File: config.mk
export PLATFORM = sky130hd
export DESIGN_NAME = pkcm_pwm
export DESIGN_NICKNAME = d
export VERILOG_FILES = /design/src/rtl/pkcm_pkg.sv /design/src/rtl/pkcm_sync.sv /design/src/rtl/pkcm_timebase.sv /design/src/rtl/pkcm_slope.sv /design/src/rtl/pkcm_pwm.sv
export SDC_FILE = /design/constraint.sdc
export NUM_CORES = 1
export LEC_CHECK = 0
export CELL_PAD_IN_SITES_DETAIL_PLACEMENT = 0
export CELL_PAD_IN_SITES_GLOBAL_PLACEMENT = 1
export CORE_MARGIN = 3
export CORE_UTILIZATION = 44
export CTS_BUF_LIST = sky130_fd_sc_hd__clkbuf_16
export CTS_CLUSTER_DIAMETER = 60
export DETAILED_ROUTE_END_ITERATION = 12
export PLACE_DENSITY_LB_ADDON = 0.1
export SYNTH_ARGS = -nofsm -noshare
export SYNTH_HDL_FRONTEND = slang
export SYNTH_SLANG_ARGS = --single-unit
export TNS_END_PERCENT = 30
File: constraint.sdc
create_clock -name clk -period 6.3 [get_ports clk]
set_clock_uncertainty 0.15 [all_clocks]
set_input_delay 1.26 -clock clk [delete_from_list [all_inputs] [get_ports clk]]
set_output_delay 1.26 -clock clk [all_outputs]
set_load 0.01 [all_outputs]
File: src/rtl/pkcm_pkg.sv
package pkcm_pkg;
  localparam int DAC_W = 10;
  typedef logic [DAC_W-1:0] dac_t;

  function automatic dac_t dac_sat_add(dac_t a, dac_t b);
    logic [DAC_W:0] s;
    s = {1'b0, a} + {1'b0, b};
    return s[DAC_W] ? {DAC_W{1'b1}} : s[DAC_W-1:0];
  endfunction

  function automatic dac_t dac_floor_sub(dac_t a, dac_t b);
    return (a > b) ? dac_t'(a - b) : '0;
  endfunction
endpackage

File: src/rtl/pkcm_sync.sv
module pkcm_sync #(
  parameter int STAGES = 2
) (
  input  logic clk,
  input  logic rst_n,
  input  logic d,
  output logic q
);
  logic [STAGES-1:0] sh;

  generate
    if (STAGES == 1) begin : g_one
      always_ff @(posedge clk or negedge rst_n)
        if (!rst_n) sh <= '0;
        else        sh <= d;
    end else begin : g_chain
      always_ff @(posedge clk or negedge rst_n)
        if (!rst_n) sh <= '0;
        else        sh <= {sh[STAGES-2:0], d};
    end
  endgenerate

  assign q = sh[STAGES-1];
endmodule

File: src/rtl/pkcm_timebase.sv
module pkcm_timebase #(
  parameter int CNT_W = 12
) (
  input  logic             clk,
  input  logic             rst_n,
  input  logic [CNT_W-1:0] period,
  output logic [CNT_W-1:0] cnt,
  output logic             wrap,
  output logic             past_half
);
  logic [CNT_W:0] half_w;

  assign wrap      = (cnt == period);
  assign half_w    = ({1'b0, period} + 1'b1) >> 1;
  assign past_half = ({1'b0, cnt} >= half_w);

  always_ff @(posedge clk or negedge rst_n)
    if (!rst_n)    cnt <= '0;
    else if (wrap) cnt <= '0;
    else           cnt <= cnt + 1'b1;


  count_step_chk: assert property (@(posedge clk) disable iff (!rst_n)
    !wrap |=> (cnt == $past(cnt) + 1'b1));
endmodule

File: src/rtl/pkcm_slope.sv
module pkcm_slope
  import pkcm_pkg::*;
(
  input  logic clk,
  input  logic rst_n,
  input  logic en,
  input  dac_t step,
  input  dac_t base,
  input  logic wrap,
  input  logic past_half,
  output dac_t dac
);
  dac_t comp_q;

  always_ff @(posedge clk or negedge rst_n)
    if (!rst_n)            comp_q <= '0;
    else if (wrap || !en)  comp_q <= '0;
    else if (past_half)    comp_q <= dac_sat_add(comp_q, step);

  assign dac = dac_floor_sub(base, comp_q);


  dac_floor_chk: assert property (@(posedge clk) disable iff (!rst_n)
    dac <= base);


  dac_fall_chk: assert property (@(posedge clk) disable iff (!rst_n)
    (en && past_half && !wrap && step != '0 && dac != '0 && $stable(base))
      |=> (dac < $past(dac)) || (base != $past(base)));
endmodule

File: src/rtl/pkcm_pwm.sv
module pkcm_pwm
  import pkcm_pkg::*;
#(
  parameter int CNT_W       = 12,
  parameter int BLANK_W     = 6,
  parameter int SYNC_STAGES = 2
) (
  input  logic               clk,
  input  logic               rst_n,
  input  logic [CNT_W-1:0]   cfg_period,
  input  logic [CNT_W-1:0]   cfg_max_on,
  input  logic [BLANK_W-1:0] cfg_blank,
  input  logic               cfg_slope_en,
  input  logic [DAC_W-1:0]   cfg_slope_step,
  input  logic               ref_valid,
  output logic               ref_ready,
  input  logic [DAC_W-1:0]   ref_code,
  input  logic               cmp_raw,
  input  logic               lim_clr,
  output logic               gate,
  output logic [DAC_W-1:0]   dac_code,
  output logic               lim_event,
  output logic               lim_sticky
);
  localparam int PAD_W = CNT_W - BLANK_W;

  logic [CNT_W-1:0] cnt;
  logic             wrap, past_half, cmp_s;
  logic             alive_q, trip, below_max, blank_done;
  dac_t             base_q, pend_q;
  logic             pend_full, accept;

  pkcm_timebase #(.CNT_W(CNT_W)) u_tb (
    .clk(clk), .rst_n(rst_n), .period(cfg_period),
    .cnt(cnt), .wrap(wrap), .past_half(past_half)
  );

  pkcm_sync #(.STAGES(SYNC_STAGES)) u_sync (
    .clk(clk), .rst_n(rst_n), .d(cmp_raw), .q(cmp_s)
  );

  pkcm_slope u_slope (
    .clk(clk), .rst_n(rst_n), .en(cfg_slope_en), .step(cfg_slope_step),
    .base(base_q), .wrap(wrap), .past_half(past_half), .dac(dac_code)
  );

  assign below_max  = (cnt < cfg_max_on);
  assign blank_done = (cnt >= {{PAD_W{1'b0}}, cfg_blank});
  assign gate       = alive_q && below_max;
  assign trip       = gate && blank_done && cmp_s;

  always_ff @(posedge clk or negedge rst_n)
    if (!rst_n)    alive_q <= 1'b1;
    else if (wrap) alive_q <= 1'b1;
    else if (trip) alive_q <= 1'b0;

  always_ff @(posedge clk or negedge rst_n)
    if (!rst_n) begin
      lim_event  <= 1'b0;
      lim_sticky <= 1'b0;
    end else begin
      lim_event <= trip;
      if (trip)         lim_sticky <= 1'b1;
      else if (lim_clr) lim_sticky <= 1'b0;
    end

  assign ref_ready = !pend_full;
  assign accept    = ref_valid && !pend_full;

  always_ff @(posedge clk or negedge rst_n)
    if (!rst_n) begin
      base_q    <= '0;
      pend_q    <= '0;
      pend_full <= 1'b0;
    end else begin
      if (wrap && pend_full) base_q <= pend_q;
      if (accept) begin
        pend_q    <= ref_code;
        pend_full <= 1'b1;
      end else if (wrap) begin
        pend_full <= 1'b0;
      end
    end


  kill_hold_chk: assert property (@(posedge clk) disable iff (!rst_n)
    (trip && !wrap) |=> !gate);


  sticky_follow_chk: assert property (@(posedge clk) disable iff (!rst_n)
    lim_event |-> lim_sticky);


  hold_pend_chk: assert property (@(posedge clk) disable iff (!rst_n)
    (pend_full && !wrap) |=> (pend_full && $stable(pend_q)));
endmodule

==> reports/qor.json <==
{
  "tritoncts": {"value": "done"},
  "synth-edff-count": {"value": 0},
  "layoutNonFillerInstCount": {"value": 572},
  "clock_tree.htree_level_count": {"value": 2},
  "grt_max_degree": {"value": 49},
  "ys_seq_area_frac": {"value": 0.316},
  "yosysUniqueCellTypes": {"value": 48},
  "dieWidth": {"value": 99.0, "unit": "µm"},
  "placedInstanceArea": {"value": 4610, "unit": "µm²"},
  "worstPathArrival": {"value": 3.32, "unit": "ns"},
  "crit_path_start_kind": {"value": "primary input"},
  "antenna_cells": {"value": 0},
  "boundaryPins": {"value": 70},
  "post_route_cells_drive_above_1_share": {"value": 0.0621},
  "post_drt_via_cell_ratio": {"value": 5.30},
  "power.internal": {"value": 813, "unit": "µW"},
  "multi_input_comb_area": {"value": 2420, "unit": "µm²"},
  "start_util": {"value": 0.459},
  "clk_pin_slew_worst_paths": {"value": 0.06, "unit": "ns"},
  "fin_area": {"value": 4800, "unit": "µm²"},
  "setup-violations-final": {"value": 0},
  "maxUsedRoutingLayer": {"value": "met4"},
  "dr_iter_0_viols": {"value": 150},
  "fillCellCount": {"value": 740},
  "remaining_drc_errors": {"value": 0},
  "async_flop_share": {"value": 1.00},
  "hold_fails_final_rpt": {"value": 0},
  "yosys_warnings": {"value": 0},
  "final_max_slew_viol_count": {"value": 0},
  "final-seq-area": {"value": 1200, "unit": "µm²"},
  "grt_first_pass_wirelength": {"value": 14300, "unit": "µm"},
  "post-route-min-period": {"value": 4.73, "unit": "ns"},
  "dr_wl_met2": {"value": 3610, "unit": "µm"},
  "timing.setup.critical_path_class": {"value": "in -> out"},
  "cts-resized-gates": {"value": 0},
  "wirelength_met1": {"value": 4190, "unit": "µm"},
  "net-switching-power": {"value": 401, "unit": "µW"},
  "post_synthesis_register_bit_count": {"value": 48},
  "synth.cell_area": {"value": 3810, "unit": "µm²"},
  "rsz0062_at_grt": {"value": "no"},
  "worst_slew_pin_slew": {"value": 1.03, "unit": "ns"},
  "routed_wire_length_per_instance": {"value": 14.3, "unit": "µm"},
  "routed_wirelength": {"value": 8160, "unit": "µm"},
  "port-buffer-count": {"value": 69},
  "ant_nets": {"value": 0},
  "numPlacedInstances": {"value": 564},
  "critical_path.max_fanout": {"value": 2},
  "cts.hold.buffers_added": {"value": 0},
  "antenna_found_initial": {"value": 0},
  "global_route.usage.total": {"value": 0.177},
  "pwr_density": {"value": 253, "unit": "nW/µm²"},
  "power.ir.vdd_worst": {"value": 0.110, "unit": "mV"},
  "layout_commonest_cell": {"value": "sky130_fd_sc_hd__clkdlybuf4s50_1"},
  "slew_headroom": {"value": 0.311},
  "cp_data_required_time": {"value": 4.89, "unit": "ns"},
  "area_growth_syn_to_layout": {"value": 26.0, "unit": "%"},
  "dp_hpwl": {"value": 6570, "unit": "µm"},
  "p_sw_frac": {"value": 0.331},
  "gp_congestion": {"value": 0.899},
  "clock-root-buffer": {"value": "sky130_fd_sc_hd__clkbuf_16"},
  "power_frac_seq": {"value": 0.342},
  "rows": {"value": 33},
  "synth_cells": {"value": 396},
  "layout_common_cells": {"value": "68 x sky130_fd_sc_hd__clkdlybuf4s50_1, 52 x sky130_fd_sc_hd__ha_1, 47 x sky130_fd_sc_hd__dfrtp_1, 41 x sky130_fd_sc_hd__inv_1, 32 x sky130_fd_sc_hd__nor2_1"},
  "num-nets-final": {"value": 576},
  "fmax": {"value": 211, "unit": "MHz"},
  "first_global_vias": {"value": 3062},
  "fp.coreArea": {"value": 8300, "unit": "µm²"},
  "share_comb_of_total_power": {"value": 0.380},
  "route.met3.wl": {"value": 309, "unit": "µm"},
  "clkSinkCount": {"value": 48},
  "fp.dieArea": {"value": 9810, "unit": "µm²"},
  "crit_path_end_kind": {"value": "output port"},
  "globalRoute.totalOverflow": {"value": 0},
  "vias": {"value": 3034},
  "synth.net_count": {"value": 506},
  "die_height": {"value": 99.0, "unit": "µm"},
  "power_frac_clock": {"value": 0.278},
  "synthFlopType": {"value": "sky130_fd_sc_hd__dfrtp_1"},
  "drt-pass1-iter-count": {"value": 4},
  "worst_skew_pair.late_latency": {"value": 0.28, "unit": "ns"},
  "max_cap_violations": {"value": 0},
  "bufs_on_longest_clock_path": {"value": 2},
  "outcome": {"value": "finished clean"},
  "post_cts_buffers": {"value": 0},
  "avgSynthCellArea": {"value": 9.62, "unit": "µm²"},
  "final_sum_of_negative_setup_slack": {"value": 0, "unit": "ns"},
  "p_leak": {"value": 0.00225, "unit": "µW"},
  "hold_path.class": {"value": "reg -> reg"},
  "numCtsBuffers": {"value": 5},
  "min_period_over_period": {"value": 0.751}
}
[final timing paths]
kind,from,to,slack (ns),depth (start not counted)
worst max register to register,u_slope.comp_q[0]$_DFFE_PN0P_,u_slope.comp_q[7]$_DFFE_PN0P_,3.71,9
min in group asynchronous,rst_n,u_sync.sh[1]$_DFF_PN0_,1.01,1
worst min register to register,u_sync.sh[0]$_DFF_PN0_,u_sync.sh[1]$_DFF_PN0_,0.21,0
max in group asynchronous,rst_n,base_q[7]$_DFFE_PN0P_,4.36,1
worst max-delay path,cfg_max_on[1],gate,1.57,8
worst min-delay path,u_sync.sh[0]$_DFF_PN0_,u_sync.sh[1]$_DFF_PN0_,0.21,0
[state kept, by name, indices dropped and copies added, names as in the netlist]
register / cells
u_slope.comp_q: 10
pend_q: 10
pend_full: 1
lim_event: 1
u_tb.cnt: 12
u_sync.sh: 2
base_q: 10
alive_q: 1
lim_sticky: 1
[stage by stage]
step           worst slack, ns  utilization  power (µW)  hold slack (ns)
4_1_cts                   1.55        0.578        1230            0.212
6_report                  1.57        0.578        1210            0.208
3_3_place_gp              1.57        0.555         872            0.217
5_1_grt                   1.42        0.578        1310            0.230
3_5_place_dp              1.54        0.555         886            0.202
2_1_floorplan             2.55            -         715            0.181
[area by class of cell]
type,count,share of cell area
clock inverter,3,0.0143
timing repair buffer,70,0.144
inverter,42,0.0328
multi-input combinational,299,0.504
sequential,48,0.251
tap,105,0.0274
clock buffer,5,0.0261
[worst max-delay path: stages]
cell and delay (ns):
sky130_fd_sc_hd__clkdlybuf4s50_1 0.45, sky130_fd_sc_hd__inv_1 0.04, sky130_fd_sc_hd__ha_1 0.27, sky130_fd_sc_hd__a21o_1 0.15
sky130_fd_sc_hd__a211o_1 0.30, sky130_fd_sc_hd__a21oi_1 0.17, sky130_fd_sc_hd__nor2b_1 0.14, sky130_fd_sc_hd__clkdlybuf4s50_1 0.53
[synthesized netlist by cell type (3+ instances only)]
cell type                  number  area (µm²)
sky130_fd_sc_hd__nor2_1        32         120
sky130_fd_sc_hd__nor2b_1        8        50.1
sky130_fd_sc_hd__nand2_1       13        48.8
sky130_fd_sc_hd__o21ai_1        5        25.0
sky130_fd_sc_hd__nand4_1       12        75.1
sky130_fd_sc_hd__xor2_1        19         166
sky130_fd_sc_hd__a31oi_1        4        25.0
sky130_fd_sc_hd__and3_1         8        50.1
sky130_fd_sc_hd__dfrtp_1       47        1180
sky130_fd_sc_hd__inv_1         41         154
sky130_fd_sc_hd__clkbuf_1       6        22.5
sky130_fd_sc_hd__xnor2_1       26         228
sky130_fd_sc_hd__o21ai_0        7        35.0
sky130_fd_sc_hd__ha_1          52         651
sky130_fd_sc_hd__o221a_1       10         113
sky130_fd_sc_hd__a21oi_1       19        95.1
sky130_fd_sc_hd__mux2_2        10         113
sky130_fd_sc_hd__nor3_1         5        25.0
sky130_fd_sc_hd__nand3_1       14        70.1
sky130_fd_sc_hd__o211ai_1       3        22.5
sky130_fd_sc_hd__a21o_1        14         105
sky130_fd_sc_hd__mux2_1        10         113
[cell families (layout without fill, tap and decap cells)]
kind of cell / count (synthesis) / in the layout / share of synthesized area
xor+xnor: 45 / 45 / 0.103
compound gates: 75 / 75 / 0.149
simple gates: 104 / 104 / 0.140
mux: 21 / 21 / 0.0618
buf+inv: 49 / 120 / 0.0486
flops: 48 / 48 / 0.316
fa+ha+maj: 54 / 54 / 0.181
[power by group through the flow]
stage          logic, µW  registers (µW)  clock network [µW]
2_1_floorplan        324             391                   0
3_3_place_gp         452             420                   0
3_5_place_dp         464             422                   0
4_1_cts              467             416                 345
5_1_grt              527             424                 360
6_report             461             415                 338
[metal layers]
layer	vias to the layer above	GRT usage
li1	1551	-
met1	1416	0.255
met2	61	0.282
met3	6	0.0340
met4	0	0.0284
met5	-	0
Power figures use the tool's default switching activity.
